<file path="config.mk">
export PLATFORM = sky130hd
export DESIGN_NAME = irq_collector
export DESIGN_NICKNAME = d
export VERILOG_FILES = /design/src/rtl/irqc_pkg.sv /design/src/rtl/irqc_sync.sv /design/src/rtl/irqc_regs.sv /design/src/rtl/irqc_rdpath.sv /design/src/rtl/irqc_merge.sv /design/src/rtl/irq_collector.sv
export SDC_FILE = /design/constraint.sdc
export NUM_CORES = 1
export LEC_CHECK = 0
export BUFFER_PORTS_ARGS = -buffer_cell sky130_fd_sc_hd__buf_2
export CORE_AREA = 2 2 112 125
export DETAILED_ROUTE_END_ITERATION = 7
export DIE_AREA = 0 0 114 127
export SKIP_LAST_GASP = 1
export SYNTH_ARGS = -nofsm -noshare
export SYNTH_HDL_FRONTEND = slang
export SYNTH_HIERARCHICAL = 1
export SYNTH_SLANG_ARGS = --single-unit
</file>
<file path="constraint.sdc">
create_clock -name clk -period 1.6 [get_ports clk]
set_clock_uncertainty 0.2 [all_clocks]
set_input_delay 0.16 -clock clk [delete_from_list [all_inputs] [get_ports clk]]
set_output_delay 0.16 -clock clk [all_outputs]
set_load 0.1 [all_outputs]
</file>
<file path="src/rtl/irqc_pkg.sv">
package irqc_pkg;

   // Result of decoding one bus offset against the banked register layout
   typedef struct packed {
      logic       is_stat;
      logic       is_mask;
      logic [3:0] bank;
   } reg_hit_t;

   localparam int MAX_BANKS = 16;

   function automatic reg_hit_t decode_offset(
      input logic [31:0] addr,
      input logic [31:0] stat_base,
      input logic [31:0] mask_base,
      input logic [31:0] stride,
      input int          n_banks
   );
      reg_hit_t hit;
      hit = '0;
      for (int b = 0; b < MAX_BANKS; b++) begin
         if (b < n_banks) begin
            if (addr == stat_base + stride * 32'(b)) begin
               hit.is_stat = 1'b1;
               hit.bank    = 4'(b);
            end
            if (addr == mask_base + stride * 32'(b)) begin
               hit.is_mask = 1'b1;
               hit.bank    = 4'(b);
            end
         end
      end
      return hit;
   endfunction

endpackage

</file>
<file path="src/rtl/irqc_sync.sv">
// Per-source polarity normalisation followed by a multi-flop synchronizer.
module irqc_sync #(
   parameter int              WIDTH    = 32,
   parameter int              STAGES   = 2,
   parameter logic [WIDTH-1:0] INV_MASK = '0
) (
   input  logic             clk,
   input  logic             rst_n,
   input  logic [WIDTH-1:0] din,
   output logic [WIDTH-1:0] dout
);
   if (STAGES < 2) begin : g_bad_stages
      $error("irqc_sync: STAGES must be at least 2");
   end

   for (genvar i = 0; i < WIDTH; i++) begin : g_bit
      logic             lvl;
      logic [STAGES-1:0] chain;

      if (INV_MASK[i]) begin : g_inv
         assign lvl = ~din[i];
      end else begin : g_pass
         assign lvl = din[i];
      end

      always_ff @(posedge clk or negedge rst_n) begin
         if (!rst_n) chain <= '0;
         else        chain <= {chain[STAGES-2:0], lvl};
      end

      assign dout[i] = chain[STAGES-1];
   end
endmodule

</file>
<file path="src/rtl/irqc_regs.sv">
// Mask words, one per bank, written through the decoded register bus.
module irqc_regs
   import irqc_pkg::*;
#(
   parameter int                        BANK_W    = 16,
   parameter int                        NUM_BANKS = 2,
   parameter logic [BANK_W*NUM_BANKS-1:0] MASK_RST = '1
) (
   input  logic                        clk,
   input  logic                        rst_n,
   input  logic                        wr_stb,
   input  reg_hit_t                    hit,
   input  logic [BANK_W-1:0]           wdata,
   output logic [BANK_W*NUM_BANKS-1:0] mask_o
);
   for (genvar b = 0; b < NUM_BANKS; b++) begin : g_bank
      logic wr_here;
      assign wr_here = wr_stb && hit.is_mask && (hit.bank == 4'(b));

      always_ff @(posedge clk or negedge rst_n) begin
         if (!rst_n)       mask_o[b*BANK_W +: BANK_W] <= MASK_RST[b*BANK_W +: BANK_W];
         else if (wr_here) mask_o[b*BANK_W +: BANK_W] <= wdata;
      end
   end
endmodule

</file>
<file path="src/rtl/irqc_rdpath.sv">
// Registered read-back multiplexer over status and mask banks.
module irqc_rdpath
   import irqc_pkg::*;
#(
   parameter int BANK_W    = 16,
   parameter int NUM_BANKS = 2
) (
   input  logic                        clk,
   input  logic                        rst_n,
   input  logic                        rd_stb,
   input  reg_hit_t                    hit,
   input  logic [BANK_W*NUM_BANKS-1:0] stat,
   input  logic [BANK_W*NUM_BANKS-1:0] mask,
   output logic [BANK_W-1:0]           rdata
);
   logic [BANK_W-1:0] rd_next;

   always_comb begin
      rd_next = '0;
      for (int b = 0; b < NUM_BANKS; b++) begin
         if (hit.bank == 4'(b)) begin
            if (hit.is_stat) rd_next = stat[b*BANK_W +: BANK_W];
            if (hit.is_mask) rd_next = mask[b*BANK_W +: BANK_W];
         end
      end
   end

   always_ff @(posedge clk or negedge rst_n) begin
      if (!rst_n)      rdata <= '0;
      else if (rd_stb) rdata <= rd_next;
   end
endmodule

</file>
<file path="src/rtl/irqc_merge.sv">
// Effective-pending reduction and output polarity.
module irqc_merge #(
   parameter int   WIDTH      = 32,
   parameter bit   OUT_ACT_LOW = 1'b1
) (
   input  logic [WIDTH-1:0] stat,
   input  logic [WIDTH-1:0] mask,
   output logic             irq_o
);
   logic [WIDTH-1:0] eff;
   logic             any_pend;

   assign eff      = stat & ~mask;
   assign any_pend = |eff;

   if (OUT_ACT_LOW) begin : g_low
      assign irq_o = ~any_pend;
   end else begin : g_high
      assign irq_o = any_pend;
   end
endmodule

</file>
<file path="src/rtl/irq_collector.sv">
module irq_collector
   import irqc_pkg::*;
#(
   parameter int                 NUM_SRC     = 32,
   parameter int                 BANK_W      = 16,
   parameter int                 ADDR_W      = 16,
   parameter int                 SYNC_STAGES = 2,
   parameter logic [ADDR_W-1:0]  STAT_BASE   = 16'h0020,
   parameter logic [ADDR_W-1:0]  MASK_BASE   = 16'h0030,
   parameter logic [ADDR_W-1:0]  BANK_STRIDE = 16'h0002,
   parameter logic [NUM_SRC-1:0] SRC_ACT_LOW = 32'h0000_8000,
   parameter bit                 OUT_ACT_LOW = 1'b1
) (
   input  logic               clk,
   input  logic               rst_n,
   input  logic [NUM_SRC-1:0] src_i,
   input  logic               bus_sel,
   input  logic               bus_wr,
   input  logic [ADDR_W-1:0]  bus_addr,
   input  logic [BANK_W-1:0]  bus_wdata,
   output logic [BANK_W-1:0]  bus_rdata,
   output logic               irq_n_o
);
   localparam int NUM_BANKS = NUM_SRC / BANK_W;

   if (NUM_BANKS * BANK_W != NUM_SRC) begin : g_bad_split
      $error("irq_collector: NUM_SRC must be a multiple of BANK_W");
   end
   if (NUM_BANKS < 1 || NUM_BANKS > MAX_BANKS) begin : g_bad_banks
      $error("irq_collector: bank count out of range");
   end
   if (ADDR_W > 32) begin : g_bad_addr
      $error("irq_collector: ADDR_W above 32 not supported");
   end

   logic [NUM_SRC-1:0] stat_q;
   logic [NUM_SRC-1:0] mask_q;
   reg_hit_t           hit;
   logic               wr_stb;
   logic               rd_stb;

   assign hit    = decode_offset(32'(bus_addr), 32'(STAT_BASE), 32'(MASK_BASE),
                                 32'(BANK_STRIDE), NUM_BANKS);
   assign wr_stb = bus_sel &&  bus_wr;
   assign rd_stb = bus_sel && !bus_wr;

   irqc_sync #(
      .WIDTH   (NUM_SRC),
      .STAGES  (SYNC_STAGES),
      .INV_MASK(SRC_ACT_LOW)
   ) u_sync (
      .clk  (clk),
      .rst_n(rst_n),
      .din  (src_i),
      .dout (stat_q)
   );

   irqc_regs #(
      .BANK_W   (BANK_W),
      .NUM_BANKS(NUM_BANKS),
      .MASK_RST ({NUM_SRC{1'b1}})
   ) u_regs (
      .clk   (clk),
      .rst_n (rst_n),
      .wr_stb(wr_stb),
      .hit   (hit),
      .wdata (bus_wdata),
      .mask_o(mask_q)
   );

   irqc_rdpath #(
      .BANK_W   (BANK_W),
      .NUM_BANKS(NUM_BANKS)
   ) u_rd (
      .clk   (clk),
      .rst_n (rst_n),
      .rd_stb(rd_stb),
      .hit   (hit),
      .stat  (stat_q),
      .mask  (mask_q),
      .rdata (bus_rdata)
   );

   irqc_merge #(
      .WIDTH      (NUM_SRC),
      .OUT_ACT_LOW(OUT_ACT_LOW)
   ) u_merge (
      .stat (stat_q),
      .mask (mask_q),
      .irq_o(irq_n_o)
   );
endmodule

</file>
==> impl_summary.txt, run 1 <==
----------------------------------------------------
[STA]
  Final Hold Viols ... 0
  Unrepaired setup endpoints after global routing ... true
  Peak Freq ... 447.9 MHz
  Final Critical Period ... 2.233 ns
  Final count of pins violating max slew ... 0
  Final TNS setup ... -15.48 ns
  Worst Slack Setup Final ... -0.6326 ns
  Period utilization ... 139.5%
  Number of setup violations in the final report ... 49

[Yosys]
  Fraction of registers with async set or reset after synthesis ... 100.0%
  Number of instances in the synthesized netlist ... 329
  Dominant combinational cell family by area after synthesis ... compound AO/OA/AOI/OAI gates
  Mux cell area share after synthesis ... 9.619%
  EDFF count, synth ... 0
  Largest cells by area after synthesis ... dfrtp_1, dfstp_2, mux2_4, buf_4, a22oi_1
  Mapped Avg Cell Area ... 13.76 sq um
  Yosys warnings ... 6
  Total of flip-flops plus latches after synthesis ... 112
  Simple-Gate Fraction of Synth Area ... 7.214%
  Main synth FF type ... dfrtp_1
  Fraction of the mapped netlist area in adder cells ... 0%
  Fraction of the mapped netlist area in compound gates ... 10.50%
  Number of different library cells in the post-synthesis netlist ... 29
  Most used standard cell by instance count after synthesis ... dfrtp_1
  Combined area of all synthesized cells ... 4527 sq um
  Post-synth top area cell ... dfrtp_1
  Top cell type's share of synthesized area ... 44.22%
  Sequential share of the synthesized area ... 62.80%
  XOR/XNOR Fraction of Synth Area ... 0%
  Top cells by instance count after synthesis ... dfrtp_1, inv_1, buf_4, dfstp_2, a22oi_1

[Setup path]
  Critical register-to-register path endpoint ... u_rd/rdata[14]
  CP arrival ... 1.87 ns
  Type of element launching the critical path ... flop
  Source of the worst register-to-register timing path ... u_sync/g_bit[30].chain[1]
  FF-to-FF setup slack ... 0.35 ns
  Setup crit end kind ... primary output
  Worst Setup Path Type ... flop to primary output
  Cell count of the worst reg-to-reg path ... 4
  Worst path required time ... 1.24 ns
  Worst Path Max Fanout ... 2

[Run]
  Maximum Capacitance Violations ... 0

[Power and ir drop]
  Switching share of power ... 22.13%
  Static leakage ... 3.189 nW
  Pwr Total ... 5.585 mW
  Reg power frac ... 53.0%
  Fraction of power consumed by combinational cells ... 6.7%
  Worst vdd ir ... 582.1 uV
  P_sw ... 1.236 mW
  Clock power frac ... 40.4%
  Internal power component ... 4.349 mW
  Areal power density over the cells ... 814.4 nW/um^2

[Route]
  First-pass iteration count of the detailed router ... 4
  Via/cell ratio ... 4.735
  DRC errors left ... 0
  Initial detailed-routing violation count ... 124
  Number of vias in the routed layout ... 3215
  Aggregate routed wire length ... 11600 microns
  Remaining antenna violation count ... 0
  Wire per inst ... 17.08 microns

[Floorplan]
  Number of cell rows ... 44
  Initial Util ... 34.55%
  Height of the die ... 127 microns
  Die width ... 114 microns
  Total die area ... 14480 sq um
  Area of the placeable core ... 13100 sq um
  Top Ports ... 85

[Cells and area]
  Final standard cell utilization of the core ... 52.34%
  Count of inserted antenna diode cells ... 0
  Share of layout cells above drive strength 1 ... 56.95%
  Nets@finish ... 581
  P&R area growth vs syn ... 51.49%

[GRT]
  Antenna violations before repair ... 0
  Via count of the first global-routing pass ... 3422
  Sum of overflow across all layers after global routing ... 0
  First-pass GRT wire length ... 17920 microns
  Pin count of the biggest net entering global routing ... 44
  GRT Total Usage ... 16.47%

[Min path]
  WHS Endpoint ... u_sync/g_bit[26].chain[1]
  Min-Delay Path Depth ... 0
  Hold crit path type ... flop to flop
  Worst hold start ... u_sync/g_bit[26].chain[0]

[Placed design]
  Routability Congestion ... 0.7722
  Count of port buffers added during placement ... 84
  DP Worst Slack ... -0.7277 ns
  Estimated wirelength of the detail-placed design ... 7207 microns

[CTS]
  Clock transition at the register clock pins on the worst setup and hold paths after CTS ... 0.08 ns
  Clock Tree Buf Depth ... 2
  Clock tree from TritonCTS ... yes
  Clock insertion delay at the later pin of the skew report ... 0.35 ns
  Number of sinks on the clock net ... 112
  Root cell of the clock tree ... clkbuf_16
  TritonCTS Buffers ... 9
  Htree depth ... 3

[Outcome]
  Violated checks ... setup timing
  Result of the run ... finished, violations left

----------------------------------------------------
[sequential cells by signal, indices dropped and copies added, names as in the netlist]
signal              count
u_rd/rdata             16
u_regs/mask_o          32
u_sync/g_bit.chain     64
[worst max path at each step]
| stage | start | end | cells past startpoint |
|---|---|---|---|
| final | u_regs/mask_o[7] | irq_n_o | 5 |
| after detailed placement | bus_addr[15] | u_rd/rdata[15] | 7 |
| after global placement | bus_addr[15] | u_rd/rdata[2] | 7 |
| after CTS | u_regs/mask_o[7] | irq_n_o | 5 |
| after global routing | u_regs/mask_o[7] | irq_n_o | 5 |
| after floorplan | bus_addr[15] | u_regs/mask_o[16] | 6 |
[stage by stage]
step | area, sq um | hold WS (ns) | std cells
finish | 6858 | 0.1401 | 679
global route | 6858 | 0.1560 | 679
CTS | 6803 | 0.1442 | 679
detailed placement | 5498 | -0.1915 | 595
global placement | 5498 | -0.1920 | 595
floorplan | 4597 | -0.3356 | 337
[kinds of logic after synthesis]
logic type | count (synthesis)
other cells | 1
flops | 112
simple gates | 42
mux | 32
compound gates | 64
buf+inv | 78
[metal layers]
metal / routed length, microns / vias to the layer above / global-route usage, % / part of all wire (%)
met4: 219 / 0 / 7.317 / 1.9
met1: 4853 / 1617 / 20.74 / 42
met5: 0 / - / 0 / 0
met2: 5912 / 91 / 27.52 / 51
met3: 612 / 15 / 3.226 / 5.3
li1: - / 1492 / - / -
[cells in the final DEF, fill, tap and decap left out, types with 2 or more instances in the layout]
cell,count
buf_12,14
nor4_1,2
nor4_2,2
nor4b_4,2
nand3b_1,2
dfrtp_1,80
buf_6,12
o22ai_2,2
or4_4,3
o22ai_1,14
nand2b_1,16
conb_1,9
mux2_4,26
dfstp_2,32
a22oi_2,28
and3b_1,2
buf_4,50
clkbuf_16,10
mux2_2,6
buf_2,80
inv_1,33
inv_6,3
a22oi_1,2
buf_16,2
clkinvlp_4,2
o221ai_1,9
dlygate4sd3_1,50
o221ai_2,7
a21oi_1,2
nand3_4,2
nor4_4,4
[cell type report]
cell class	instances	area, sq um
Timing Repair Buffer	210	1787
Multi-Input combinational cell	147	1602
Fill cell	1088	6245
Tap cell	161	201.4
Clock buffer	9	225.2
Inverter	33	123.9
Clock inverter	7	76.32
Sequential cell	112	2843
[worst max-delay path: stages, from the launching register on]
cell and delay (ns):
dfstp_2 0.54, o22ai_2 0.08, nor4_4 0.32, buf_4 0.16
and4_4 0.24, buf_12 0.17
[power by group through the flow]
stage	Sequential, mW	Clock [mW]	Combinational (mW)
2_1_floorplan	2.98	0	0.127
3_3_place_gp	3.00	0	0.258
3_5_place_dp	3.01	0	0.263
4_1_cts	2.96	2.32	0.375
5_1_grt	2.97	2.43	0.408
6_report	2.96	2.25	0.373
[timing repair]
action | 4_1_cts | 5_1_grt
hold buffers | 50 | 0
pin swaps | 20 | 17
setup buffers | 12 | 4
cloned | 6 | 1
setup endpoints to repair | 49 | 49
hold endpoints to repair | 168 | 0
gates resized for setup | 53 | 24
Note: power is estimated with default switching activity, not from simulation.
==> run 2: changes to the inputs <==
Settings changed: ABC_AREA set to 1, CORE_AREA 2 2 112 125 to 2 2 118 132, DIE_AREA 0 0 114 127 to 0 0 120 134, TNS_END_PERCENT set to 1.
==> impl_summary.txt, run 2 <==
----------------------------------------------------
[Outcome]
  Result of the run ... finished, violations left
  Violated checks ... setup timing

[Setup path]
  Worst path required time ... 1.24 ns
  Worst Setup Path Type ... flop to primary output
  Type of element launching the critical path ... flop
  Delay contributed by the slowest stage of the critical path ... 0.54 ns
  Library cell appearing most often on the critical path ... nand2_1
  Crit path cell chain ... inv_1 -> nand2_1 -> nand2_1 -> inv_1 -> nand2_1 -> nor2_1 -> nand2_1 -> nor2_4 -> buf_12
  Source of the critical timing path ... u_regs/mask_o[25]
  Bufs and invs on worst path ... 3
  Worst Path Max Fanout ... 2
  Depth of the critical timing path with buffers and inverters included ... 9
  Slowest library cell on the worst path ... dfstp_2
  Crit path max-delay family ... flip-flops
  Setup crit end kind ... primary output
  Source of the worst register-to-register timing path ... u_regs/mask_o[28]
  Cell count of the worst reg-to-reg path ... 7
  CP arrival ... 1.67 ns

[Cells and area]
  Most frequent standard cell in the layout excluding fill and tap cells ... nand2_1
  Total non-filler cell area in the finished layout ... 6610 sq um
  Register ranked first by flip-flop count ... u_sync/g_bit.chain
  Share of layout cells above drive strength 1 ... 26.78%
  Post-Layout Cell Count ... 939
  Nets@finish ... 806
  Leading registers by flop count ... u_sync/g_bit.chain (64), u_regs/mask_o (32), u_rd/rdata (16)
  P&R area growth vs syn ... 30.12%
  Most used cells in the layout excluding fill and tap cells ... nand2_1, buf_2, dfrtp_1
  Count of inserted antenna diode cells ... 0
  Number of flip-flops in the largest register ... 64
  Final standard cell utilization of the core ... 44.78%

[Yosys]
  Simple-Gate Fraction of Synth Area ... 31.80%
  XOR/XNOR Fraction of Synth Area ... 0%
  Mapped Avg Cell Area ... 8.495 sq um
  Main synth FF type ... dfrtp_1
  Dominant combinational cell family by area after synthesis ... simple AND/OR/NAND/NOR gates
  Largest cells by area after synthesis ... dfrtp_1, nand2_1, dfstp_2, buf_4, nand4_1
  Mux cell area share after synthesis ... 0%
  Sequential share of the synthesized area ... 55.96%
  Top cells by instance count after synthesis ... nand2_1, dfrtp_1, inv_1, nand4_1, buf_4
  Fraction of the mapped netlist area in adder cells ... 0%
  Number of instances in the synthesized netlist ... 598
  Fraction of registers with async set or reset after synthesis ... 100.0%
  Top cell type's share of synthesized area ... 39.41%
  Most used standard cell by instance count after synthesis ... nand2_1
  Yosys warnings ... 6
  Number of different library cells in the post-synthesis netlist ... 20
  Post-synth top area cell ... dfrtp_1
  EDFF count, synth ... 0
  Combined area of all synthesized cells ... 5080 sq um
  Total of flip-flops plus latches after synthesis ... 112
  Fraction of the mapped netlist area in compound gates ... 0%

[Placed design]
  Routability Congestion ... 0.8656
  Placed Cells incl. Taps ... 874
  Count of port buffers added during placement ... 84
  Instance area at placement ... 5813 sq um
  Estimated wirelength of the detail-placed design ... 8869 microns

[Floorplan]
  Height of the die ... 134 microns
  Total die area ... 16080 sq um
  Number of cell rows ... 47
  Top Ports ... 85
  Area of the placeable core ... 14760 sq um
  Initial Util ... 34.42%
  Die width ... 120 microns

[GRT]
  Sum of overflow across all layers after global routing ... 0
  Pin count of the biggest net entering global routing ... 37
  Antenna violations before repair ... 0
  Via count of the first global-routing pass ... 4242
  First-pass GRT wire length ... 21060 microns
  GRT Total Usage ... 16.74%

[STA]
  Final Critical Period ... 2.031 ns
  Final TNS setup ... -0.4306 ns
  Final Hold Viols ... 0
  Number of setup violations in the final report ... 1
  Period utilization ... 126.9%
  Unrepaired setup endpoints after global routing ... true
  Final hold slack ... 0.07576 ns
  Worst Slack Setup Final ... -0.4306 ns
  Peak Freq ... 492.5 MHz
  Final count of pins violating max slew ... 0

[CTS]
  Clock Tree Buf Depth ... 2
  TritonCTS Buffers ... 9
  Clock tree from TritonCTS ... yes
  Clock insertion delay at the later pin of the skew report ... 0.34 ns
  Number of sinks on the clock net ... 112
  Root cell of the clock tree ... clkbuf_16
  Htree depth ... 3
  Clock transition at the register clock pins on the worst setup and hold paths after CTS ... 0.07 ns

[Min path]
  Hold crit path type ... input pin to flop
  Worst hold start ... bus_wr
  Min-Delay Path Depth ... 5

[Power and ir drop]
  Areal power density over the cells ... 848.6 nW/um^2
  Static leakage ... 3.412 nW
  Worst vdd ir ... 425.6 uV

[Route]
  Via/cell ratio ... 4.410
  Wire per inst ... 13.38 microns
  DRC errors left ... 0
  Remaining antenna violation count ... 0
  Aggregate routed wire length ... 12570 microns
  First-pass iteration count of the detailed router ... 4
  Initial detailed-routing violation count ... 312
  Number of vias in the routed layout ... 4141

[Run]
  Maximum Capacitance Violations ... 0

----------------------------------------------------
run 2: repair_timing:
item	in CTS	in global routing
buffers inserted	0	0
endpoints found under the setup margin	1	7
hold endpoints to repair	150	0
resized for setup	2	0
pin swaps	7	0
hold buffers	49	0
gates cloned	0	0
run 2: cell families after synthesis:
logic type,Yosys count
and+or+nand+nor,374
DFF,112
buffers and inverters,111
other,1
run 2: stage by stage:
step	setup WS, ns	power (mW)
finish	-0.4306	5.610
global route	-0.5474	5.875
CTS	-0.4622	5.701
detailed placement	-0.2122	3.288
global placement	-0.2049	3.285
floorplan	-0.1262	3.134
run 2: layout make-up:
| class | instances | area (sq um) |
|---|---|---|
| clock inverter | 5 | 61.31 |
| clock buffer | 11 | 242.7 |
| tap | 196 | 245.2 |
| timing repair buffer | 180 | 1356 |
| inverter | 54 | 205.2 |
| sequential | 112 | 2843 |
| multi-input combinational | 381 | 1657 |
| fill | 1441 | 8150 |
run 2: report_power, final:
part,internal (mW),switching [mW],total (mW)
registers,2.92,0.0420,2.96
logic,0.181,0.187,0.369
clock network,1.27,1.01,2.28
run 2: metal layers:
| metal | vias up | part of all wire, % | GRT usage (%) |
|---|---|---|---|
| met2 | 108 | 49 | 27.59 |
| met4 | 0 | 1.9 | 6.275 |
| met3 | 16 | 4.5 | 2.423 |
| met1 | 1936 | 45 | 22.42 |
| met5 | - | 0 | 0 |
| li1 | 2081 | - | - |
run 2: worst paths after layout:
check                                            end  slack (ns)
max                                          irq_n_o       -0.43
min                                    u_rd/rdata[6]        0.08
max reg2reg                           u_rd/rdata[12]        0.31
min reg2reg                u_sync/g_bit[24].chain[1]        0.14
max in group asynchronous          u_regs/mask_o[18]        0.52
min in group asynchronous  u_sync/g_bit[26].chain[1]        0.09
run 2: worst min-delay path, cell delays in order:
cell	delay (ns)
buf_2	0.09
nor2_1	0.05
buf_4	0.18
nand2_1	0.08
nand2_1	0.04
